## config.mk

```make
export PLATFORM = sky130hd
export DESIGN_NAME = xcvr_mgmt_regfile
export DESIGN_NICKNAME = d
export VERILOG_FILES = /design/src/rtl/xcvr_mgmt_pkg.sv /design/src/rtl/xcvr_fixed_page.sv /design/src/rtl/xcvr_meas_snap.sv /design/src/rtl/xcvr_user_mem.sv /design/src/rtl/xcvr_status_ctl.sv /design/src/rtl/xcvr_mgmt_regfile.sv
export SDC_FILE = /design/constraint.sdc
export NUM_CORES = 2
export LEC_CHECK = 0
export BUFFER_PORTS_ARGS = -buffer_cell sky130_fd_sc_hd__buf_4
export CAP_MARGIN = 5
export CORE_MARGIN = 4
export CORE_UTILIZATION = 30
export CTS_CLUSTER_SIZE = 12
export DETAILED_ROUTE_END_ITERATION = 12
export PLACE_DENSITY = 0.4
export SKIP_LAST_GASP = 1
export SYNTH_ARGS = -nofsm -noshare
export SYNTH_HDL_FRONTEND = slang
export SYNTH_SLANG_ARGS = --single-unit
export TNS_END_PERCENT = 50
```

## constraint.sdc

```tcl
create_clock -name clk -period 3.9 [get_ports clk]
set_clock_uncertainty 0.2 [all_clocks]
set_input_delay 0.585 -clock clk [delete_from_list [all_inputs] [get_ports clk]]
set_output_delay 0.585 -clock clk [all_outputs]
set_load 0.02 [all_outputs]
```

## src/rtl/xcvr_mgmt_pkg.sv

```systemverilog
// Package: shared widths, page selects, offsets and status bit positions
// for the transceiver management register file.
// Assumes 8-bit offsets and byte-wide pages of 256 locations.
package xcvr_mgmt_pkg;

    localparam int AW = 8;
    localparam int BW = 8;
    localparam int WW = 16;

    typedef logic [BW-1:0] byte_t;
    typedef logic [WW-1:0] word_t;

    localparam byte_t ID_DEV = 8'hA0;
    localparam byte_t DG_DEV = 8'hA2;

    localparam int STATUS_OFS = 110;

    // Status byte bit positions (host software decodes these).
    localparam int ST_TXDIS_PIN  = 7;
    localparam int ST_SOFT_TXDIS = 6;
    localparam int ST_RS1_PIN    = 5;
    localparam int ST_RATE_PIN   = 4;
    localparam int ST_SOFT_RATE  = 3;
    localparam int ST_FAULT_PIN  = 2;
    localparam int ST_LOS_PIN    = 1;
    localparam int ST_NOT_READY  = 0;

    // Image byte generator shared by the fixed pages.
    function automatic byte_t image_byte(int k, byte_t seed, byte_t step);
        return byte_t'(k * int'(step) + int'(seed));
    endfunction

endpackage

```

## src/rtl/xcvr_fixed_page.sv

```systemverilog
// Module: fixed image page with adder-computed check codes.
// Offsets 0..TOP hold generated image bytes. Offset TOP+1 holds the check
// code of the upper range. With HAS_SPLIT, offset SPLIT holds the check code
// of offsets 0..SPLIT-1, and the upper range becomes SPLIT+1..TOP.
// Offsets above TOP+1 read zero. Assumes TOP+1 < 128.
module xcvr_fixed_page
    import xcvr_mgmt_pkg::*;
#(
    parameter byte_t SEED      = 8'h3C,
    parameter byte_t STEP      = 8'd7,
    parameter int    TOP       = 94,
    parameter int    SPLIT     = 63,
    parameter bit    HAS_SPLIT = 1'b1
) (
    input  logic [AW-1:0] addr,
    output byte_t         rd_byte
);

    localparam int SPAN   = 128;
    localparam int CC_TOP = TOP + 1;

    byte_t img [SPAN];
    byte_t sum_lo;
    byte_t sum_hi;

    // Check code adders over the two protected ranges.
    always_comb begin
        sum_lo = '0;
        sum_hi = '0;
        for (int k = 0; k <= TOP; k++) begin
            if (HAS_SPLIT && k < SPLIT) begin
                sum_lo = sum_lo + image_byte(k, SEED, STEP);
            end else if (!HAS_SPLIT || k > SPLIT) begin
                sum_hi = sum_hi + image_byte(k, SEED, STEP);
            end
        end
    end

    // Page image: generated bytes, check codes, zero fill.
    for (genvar k = 0; k < SPAN; k++) begin : g_img
        if (HAS_SPLIT && k == SPLIT) begin : g_cc_lo
            assign img[k] = sum_lo;
        end else if (k == CC_TOP) begin : g_cc_hi
            assign img[k] = sum_hi;
        end else if (k <= TOP) begin : g_data
            assign img[k] = image_byte(k, SEED, STEP);
        end else begin : g_zero
            assign img[k] = '0;
        end
    end

    // Offset decode: the upper half of the page is empty.
    always_comb begin
        rd_byte = addr[AW-1] ? '0 : img[addr[AW-2:0]];
    end

endmodule

```

## src/rtl/xcvr_meas_snap.sv

```systemverilog
// Module: live measurement words with a per-word capture on high-byte reads.
// Word i has its high byte at BASE+2i and its low byte at BASE+2i+1.
// Assumes rd_hit is a one-cycle read strobe already qualified by page select.
module xcvr_meas_snap
    import xcvr_mgmt_pkg::*;
#(
    parameter int NUM  = 5,
    parameter int BASE = 96
) (
    input  logic                clk,
    input  logic                rst_n,
    input  logic                rd_hit,
    input  logic [AW-1:0]       addr,
    input  logic [NUM-1:0][WW-1:0] live,
    output byte_t               rd_byte,
    output logic                hit
);

    logic [NUM-1:0]         msb_sel;
    logic [NUM-1:0]         lsb_sel;
    logic [NUM-1:0][WW-1:0] hold_q;

    for (genvar i = 0; i < NUM; i++) begin : g_word
        assign msb_sel[i] = (addr == AW'(BASE + 2 * i));
        assign lsb_sel[i] = (addr == AW'(BASE + 2 * i + 1));

        // Capture the whole word when its high byte is read.
        always_ff @(posedge clk) begin
            if (!rst_n) begin
                hold_q[i] <= '0;
            end else if (rd_hit && msb_sel[i]) begin
                hold_q[i] <= live[i];
            end
        end

        assert_capture_coherent_R7: assert property (
            @(posedge clk) disable iff (!rst_n)
            (rd_hit && msb_sel[i]) |=> (hold_q[i] == $past(live[i]))
        );
    end

    // Byte select: live high byte or captured low byte.
    always_comb begin
        rd_byte = '0;
        for (int i = 0; i < NUM; i++) begin
            if (msb_sel[i]) rd_byte = live[i][WW-1:BW];
            if (lsb_sel[i]) rd_byte = hold_q[i][BW-1:0];
        end
        hit = |{msb_sel, lsb_sel};
    end

endmodule

```

## src/rtl/xcvr_user_mem.sv

```systemverilog
// Module: host scratch memory covering offsets LO..HI of the diagnostic page.
// Assumes wr_hit and the offset are qualified by page select upstream.
// Contents clear on reset.
module xcvr_user_mem
    import xcvr_mgmt_pkg::*;
#(
    parameter int LO = 128,
    parameter int HI = 247
) (
    input  logic          clk,
    input  logic          rst_n,
    input  logic          wr_hit,
    input  logic [AW-1:0] addr,
    input  byte_t         wdata,
    output byte_t         rd_byte,
    output logic          hit
);

    localparam int DEPTH = HI - LO + 1;
    localparam int IW    = $clog2(DEPTH);

    byte_t          mem [DEPTH];
    logic [IW-1:0]  idx;

    // Range decode and local index.
    always_comb begin
        hit     = (addr >= AW'(LO)) && (addr <= AW'(HI));
        idx     = IW'(addr - AW'(LO));
        rd_byte = hit ? mem[idx] : '0;
    end

    // Storage update on in-range host writes.
    always_ff @(posedge clk) begin
        if (!rst_n) begin
            for (int k = 0; k < DEPTH; k++) mem[k] <= '0;
        end else if (wr_hit && hit) begin
            mem[idx] <= wdata;
        end
    end

endmodule

```

## src/rtl/xcvr_status_ctl.sv

```systemverilog
// Module: status/control byte. Synchronizes the five pin states and holds
// the two soft control bits and the data-not-ready flag. Drives the
// effective laser-off and full-rate outputs.
// Assumes the pins are asynchronous. The laser-off and full-rate paths use
// the raw pins so a hardware disable acts without clock delay.
module xcvr_status_ctl
    import xcvr_mgmt_pkg::*;
#(
    parameter int SYNC_STAGES = 2
) (
    input  logic  clk,
    input  logic  rst_n,
    input  logic  wr_hit,
    input  logic  soft_tx_wdata,
    input  logic  soft_rate_wdata,
    input  logic  meas_valid,
    input  logic  pin_tx_disable,
    input  logic  pin_rs1,
    input  logic  pin_rate_sel,
    input  logic  pin_tx_fault,
    input  logic  pin_rx_los,
    output byte_t status_byte,
    output logic  laser_off,
    output logic  rate_full
);

    localparam int NPIN = 5;

    logic [NPIN-1:0] pin_raw;
    logic [NPIN-1:0] sync_q [SYNC_STAGES];
    logic [NPIN-1:0] pin_s;
    logic            soft_tx_q;
    logic            soft_rate_q;
    logic            not_ready_q;

    assign pin_raw = {pin_tx_disable, pin_rs1, pin_rate_sel, pin_tx_fault, pin_rx_los};

    // Synchronizer chain for the pin mirrors.
    for (genvar s = 0; s < SYNC_STAGES; s++) begin : g_sync
        always_ff @(posedge clk) begin
            if (!rst_n) begin
                sync_q[s] <= '0;
            end else if (s == 0) begin
                sync_q[s] <= pin_raw;
            end else begin
                sync_q[s] <= sync_q[(s == 0) ? 0 : s - 1];
            end
        end
    end
    assign pin_s = sync_q[SYNC_STAGES-1];

    // Soft control bits, written only through the status byte.
    always_ff @(posedge clk) begin
        if (!rst_n) begin
            soft_tx_q   <= 1'b0;
            soft_rate_q <= 1'b0;
        end else if (wr_hit) begin
            soft_tx_q   <= soft_tx_wdata;
            soft_rate_q <= soft_rate_wdata;
        end
    end

    // Data-not-ready flag: set by reset, cleared once by meas_valid.
    always_ff @(posedge clk) begin
        if (!rst_n) begin
            not_ready_q <= 1'b1;
        end else if (meas_valid) begin
            not_ready_q <= 1'b0;
        end
    end

    // Status byte assembly and effective control outputs.
    always_comb begin
        status_byte                = '0;
        status_byte[ST_TXDIS_PIN]  = pin_s[4];
        status_byte[ST_SOFT_TXDIS] = soft_tx_q;
        status_byte[ST_RS1_PIN]    = pin_s[3];
        status_byte[ST_RATE_PIN]   = pin_s[2];
        status_byte[ST_SOFT_RATE]  = soft_rate_q;
        status_byte[ST_FAULT_PIN]  = pin_s[1];
        status_byte[ST_LOS_PIN]    = pin_s[0];
        status_byte[ST_NOT_READY]  = not_ready_q;
        laser_off                  = pin_tx_disable | soft_tx_q;
        rate_full                  = pin_rate_sel | soft_rate_q;
    end

    assert_soft_tx_by_write_R8: assert property (
        @(posedge clk) disable iff (!rst_n)
        !$stable(soft_tx_q) |-> $past(wr_hit)
    );

    assert_laser_after_soft_set_R8: assert property (
        @(posedge clk) disable iff (!rst_n)
        (wr_hit && soft_tx_wdata) |=> laser_off
    );

    assert_rate_after_soft_set_R9: assert property (
        @(posedge clk) disable iff (!rst_n)
        (wr_hit && soft_rate_wdata) |=> rate_full
    );

    assert_ready_sticky_R12: assert property (
        @(posedge clk) disable iff (!rst_n)
        !not_ready_q |=> !not_ready_q
    );

endmodule

```

## src/rtl/xcvr_mgmt_regfile.sv

```systemverilog
// Module: top of the transceiver management register file. Decodes the page
// select and offset, routes writes, and registers the read byte.
// Assumes rd_en and wr_en are never high in the same cycle.
module xcvr_mgmt_regfile
    import xcvr_mgmt_pkg::*;
#(
    parameter byte_t ID_SEED     = 8'h3C,
    parameter byte_t ID_STEP     = 8'd7,
    parameter byte_t DG_SEED     = 8'h51,
    parameter byte_t DG_STEP     = 8'd13,
    parameter int    NUM_MEAS    = 5,
    parameter int    MEAS_BASE   = 96,
    parameter int    USER_LO     = 128,
    parameter int    USER_HI     = 247,
    parameter int    SYNC_STAGES = 2
) (
    input  logic        clk,
    input  logic        rst_n,
    input  logic [7:0]  dev_sel,
    input  logic [7:0]  addr,
    input  logic [7:0]  wr_data,
    input  logic        wr_en,
    input  logic        rd_en,
    output logic [7:0]  rd_data,
    input  logic [15:0] meas_temp,
    input  logic [15:0] meas_vcc,
    input  logic [15:0] meas_bias,
    input  logic [15:0] meas_txpwr,
    input  logic [15:0] meas_rxpwr,
    input  logic        meas_valid,
    input  logic        pin_tx_disable,
    input  logic        pin_rs1,
    input  logic        pin_rate_sel,
    input  logic        pin_tx_fault,
    input  logic        pin_rx_los,
    output logic        laser_off,
    output logic        rate_full
);

    localparam int THR_TOP = 94;
    localparam int ID_CC0  = 63;

    logic                       id_sel;
    logic                       dg_sel;
    logic                       status_sel;
    byte_t                      id_byte;
    byte_t                      thr_byte;
    byte_t                      meas_byte;
    byte_t                      user_byte;
    byte_t                      status_byte;
    logic                       meas_hit;
    logic                       user_hit;
    logic [NUM_MEAS-1:0][WW-1:0] live;
    byte_t                      rd_next;
    byte_t                      rd_q;

    // Page and status decode.
    always_comb begin
        id_sel     = (dev_sel == ID_DEV);
        dg_sel     = (dev_sel == DG_DEV);
        status_sel = dg_sel && (addr == AW'(STATUS_OFS));
    end

    // Measurement word packing; widths above five are tied to zero.
    for (genvar i = 0; i < NUM_MEAS; i++) begin : g_live
        if (i == 0)      begin : g_t assign live[i] = meas_temp;  end
        else if (i == 1) begin : g_v assign live[i] = meas_vcc;   end
        else if (i == 2) begin : g_b assign live[i] = meas_bias;  end
        else if (i == 3) begin : g_x assign live[i] = meas_txpwr; end
        else if (i == 4) begin : g_r assign live[i] = meas_rxpwr; end
        else             begin : g_z assign live[i] = '0;         end
    end

    xcvr_fixed_page #(
        .SEED(ID_SEED), .STEP(ID_STEP), .TOP(THR_TOP),
        .SPLIT(ID_CC0), .HAS_SPLIT(1'b1)
    ) u_id_page (
        .addr   (addr),
        .rd_byte(id_byte)
    );

    xcvr_fixed_page #(
        .SEED(DG_SEED), .STEP(DG_STEP), .TOP(THR_TOP),
        .SPLIT(0), .HAS_SPLIT(1'b0)
    ) u_thr_page (
        .addr   (addr),
        .rd_byte(thr_byte)
    );

    xcvr_meas_snap #(
        .NUM(NUM_MEAS), .BASE(MEAS_BASE)
    ) u_meas (
        .clk    (clk),
        .rst_n  (rst_n),
        .rd_hit (rd_en && dg_sel),
        .addr   (addr),
        .live   (live),
        .rd_byte(meas_byte),
        .hit    (meas_hit)
    );

    xcvr_user_mem #(
        .LO(USER_LO), .HI(USER_HI)
    ) u_user (
        .clk    (clk),
        .rst_n  (rst_n),
        .wr_hit (wr_en && dg_sel),
        .addr   (addr),
        .wdata  (wr_data),
        .rd_byte(user_byte),
        .hit    (user_hit)
    );

    xcvr_status_ctl #(
        .SYNC_STAGES(SYNC_STAGES)
    ) u_status (
        .clk            (clk),
        .rst_n          (rst_n),
        .wr_hit         (wr_en && status_sel),
        .soft_tx_wdata  (wr_data[ST_SOFT_TXDIS]),
        .soft_rate_wdata(wr_data[ST_SOFT_RATE]),
        .meas_valid     (meas_valid),
        .pin_tx_disable (pin_tx_disable),
        .pin_rs1        (pin_rs1),
        .pin_rate_sel   (pin_rate_sel),
        .pin_tx_fault   (pin_tx_fault),
        .pin_rx_los     (pin_rx_los),
        .status_byte    (status_byte),
        .laser_off      (laser_off),
        .rate_full      (rate_full)
    );

    // Read mux across the two pages.
    always_comb begin
        rd_next = '0;
        if (id_sel) begin
            rd_next = id_byte;
        end else if (dg_sel) begin
            if (meas_hit)                          rd_next = meas_byte;
            else if (status_sel)                   rd_next = status_byte;
            else if (user_hit)                     rd_next = user_byte;
            else if (addr <= AW'(THR_TOP + 1))     rd_next = thr_byte;
        end
    end

    // Registered read data, updated only on a read strobe.
    always_ff @(posedge clk) begin
        if (!rst_n) begin
            rd_q <= '0;
        end else if (rd_en) begin
            rd_q <= rd_next;
        end
    end

    assign rd_data = rd_q;

    assert_read_hold_R6: assert property (
        @(posedge clk) disable iff (!rst_n)
        !rd_en |=> $stable(rd_data)
    );

endmodule

```

==> summary.txt <==
Setup path
  • CP Data Required Time: 4.39 ns
  • CP startpoint: addr[2]
  • Crit path capture: rd_data[5]
  • Worst R2R Start: u_user.mem[11][5]
  • Critical setup path kind: in2reg
  • FF-to-FF setup slack: 0.41 ns
  • Worst Setup Start Kind: input port
  • Max FO, Critical Path: 46
  • Worst Reg-to-Reg Cells: 10
  • CP endpoint kind: register
  • Crit path DAT: 4.19 ns
  • Crit Reg-Reg Endpoint: rd_data[5]

Clock network
  • Cts repair resizes: 0
  • Clock-pin slew on the worst setup and hold paths: 0.06 ns
  • Deepest clock path buffer count: 3
  • H-tree lvl count: 4
  • TritonCTS clock tree: yes
  • Clock sink count: 1077
  • Root Driver: clkbuf_16
  • CTS Buf Count: 133
  • Clk_lat worst skew: 0.79 ns

Routing
  • Routed WL per cell: 30.17 um
  • Routed wire length: 207.8 mm
  • Pre-antenna DRT Iters: 5
  • Routed Antenna Nets: 0
  • DR iter-0 viols: 3664
  • Via Count: roughly 36k
  • Avg Vias per Cell: 5.242
  • Drt drc: 0

Synth
  • EDFF count, synth: 1016
  • Avg Inst Size Synth: about 12 sq um
  • YS warnings: 0
  • Share of the synthesized area in the top cell type: between 50 and 60%
  • Post-synth top area cell: edfxtp_1
  • Synthesized instance count: 4111
  • Predominant post-synthesis flop cell: edfxtp_1
  • Post-synthesis cell area: a little over 50000 sq um
  • Sequential share of the synthesized area: 61.79%
  • #FFs+latches synth: 1077
  • Count of cell types in the netlist: 87
  • Synth top area cells: edfxtp_1 (59%), and2_1 (12%), mux2_2 (3.3%), dfxtp_1 (2.4%), o21ai_0 (2.3%)
  • Async SR Flop Fraction: 0%

STA
  • Min Tclk post-route: between 3 and 4 ns
  • Max Clk Rate: 270.2 MHz
  • Final hold violations: 0
  • Max Slew Vio Count: 0
  • Slew HR: 13.11%
  • Worst Tran Pin Value: between 1 and 1.5 ns
  • Fin crit share: 94.91%
  • Setup_tns: 0 ns
  • Unrepaired setup endpoints after global routing: false
  • Setup Viol. Count Final: 0
  • WHS: approximately 0.071 ns

Power and ir drop
  • Sw Ratio: 25.39%
  • Clk pwr share: 42.3%
  • Pwr/cell area: between 400 and 500 nW/um^2
  • Comb power frac: 9.6%
  • Sequential power share: 48.1%
  • Max VDD drop: 395.3 uV
  • NetSw: between 7000 and 8000 uW
  • Internal cell power: between 20000 and 25000 uW
  • LEAKAGE: 0.02175 uW

Floorplanning
  • Die H: 421.7 um
  • Die ar.: approximately 180000 sq um
  • Die Wd: 421.7 um
  • Core Box Area: 169800 sq um
  • Starting Density: 30.24%
  • I/O pins: 124
  • Row count: between 150 and 200

Global route
  • Vias in the first global route: 35.95k
  • Largest net degree at the start of global routing: 130
  • Total grt overflow: 0
  • Tot GR Track Use: between 20% and 30%
  • Initial antenna violation count: 10
  • Global-route wire length before repair: about 290 mm

Status
  • Status: finished, final reports clean

Layout
  • Area of the multi-input gates: 18020 sq um
  • Area growth syn-to-layout: 20.58%
  • Final std cells w/o fill: 6888
  • Commonest non-fill, non-tap cell in the layout: edfxtp_1
  • Number of fill cells: 16.58k
  • Commonest cells after routing, fill and taps aside: edfxtp_1 (1016), and2_1 (976), buf_4 (534)
  • # nets final: 4690
  • Register area: 31730 sq um
  • Layout cell share with drive strength beyond 1: a little over a fifth

Place
  • Port bufs: 123
  • Placer congestion estimate: slightly below 0.9
  • Dpl hpwl: 137.8 mm
  • Dpl cells: 6603

Flow run
  • Max cap viols: 0

Min path
  • Worst hold path class: in2reg
  • WHS Path Cells: 2
## per-layer routing
| layer | vias up | wire, um | global-route usage [%] | part of all wire [%] |
|---|---|---|---|---|
| li1 | 16098 | - | - | - |
| met1 | 18495 | 95430 | 32.39 | 46 |
| met2 | 1259 | 94870 | 36.26 | 46 |
| met3 | 250 | 12350 | 4.225 | 5.9 |
| met4 | 2 | 5179 | 5.840 | 2.5 |
| met5 | - | 13 | 0 | 0.0063 |
## synthesized netlist by cell type, drive strengths merged, types with 82 or more instances
library cell / number
o221ai: 87
mux2: 152
and2: 977
buf: 156
clkbuf: 201
mux2i: 82
a21oi: 107
nand2: 160
o21ai: 240
edfxtp: 1016
nor2: 232
o22ai: 178
## state kept, by name (all words and copies together), names as in the netlist
name / count
u_status.soft_tx_q: 1
u_status.soft_rate_q: 1
u_status.sync_q: 10
u_status.not_ready_q: 1
rd_data: 8
u_meas.hold_q: 40
u_user.mem: 1016
## worst min-delay path by stage
stage                                  to                  start  slack [ns]
global placement    u_status.sync_q[1][3]  u_status.sync_q[0][3]        0.24
finish                  u_user.mem[38][6]                  rst_n        0.07
global route            u_user.mem[38][6]                  rst_n        0.03
CTS                     u_user.mem[38][6]                  rst_n       0.002
detailed placement  u_status.sync_q[1][0]  u_status.sync_q[0][0]        0.22
floorplan           u_status.sync_q[1][0]  u_status.sync_q[0][0]        0.21
## power by group through the flow
stage	Clock, uW	Combinational (uW)	Sequential (uW)
final	11800	2670	13400
after global routing	12500	2810	13400
after CTS	12100	2680	13400
after detailed placement	0	2630	13600
after global placement	0	2640	13600
after floorplan	0	1240	13500
## what timing repair did
action | CTS | global route
setup buffers | 0 | 0
endpoints found under the hold margin | 56 | 0
hold buffers | 49 | 0
## final cells by class
| class | instances | area share (%) |
|---|---|---|
| clock buffer | 165 | 5.670 |
| sequential | 1077 | 51.24 |
| clock inverter | 66 | 0.8102 |
| inverter | 13 | 0.08486 |
| antenna | 5 | 0.02021 |
| timing repair buffer | 625 | 8.583 |
| tap | 2218 | 4.482 |
| multi-input combinational | 2719 | 29.11 |
## stage by stage
step	area (sq um)	setup slack, ns	total power, uW	utilization (%)
2_1_floorplan	51560	0.5926	14760	-
3_3_place_gp	57390	-0.9437	16280	33.79
3_5_place_dp	57410	-0.6003	16270	33.80
4_1_cts	61910	0.2555	28170	36.45
5_1_grt	61910	0.08165	28790	36.45
6_report	61920	0.1985	27880	36.46
## cells by family (layout without fill, tap and decap cells)
group | after synthesis | in the layout | synth area share (%)
multiplexers | 267 | 267 | 6.437
flip-flops | 1077 | 1077 | 61.79
AND/OR/NAND/NOR | 1509 | 1509 | 16.67
buffers and inverters | 370 | 869 | 3.642
adder cells (fa/ha/maj) | 8 | 8 | 0.1900
AO/OA/AOI/OAI | 879 | 879 | 11.27
other | 1 | 61 | 0.007302
## critical path: stages
cell      delay [ns]
buf_8           0.23
buf_12          0.32
nand2b_2        0.10
buf_4           0.28
o221ai_1        0.25
o21ai_0         0.24
o211ai_1        0.24
o41ai_2         0.13
buf_4           0.19
buf_4           0.14
a311oi_1        0.77
a221oi_1        0.33
o211a_1         0.29
Note: power is estimated with default switching activity, not from simulation.
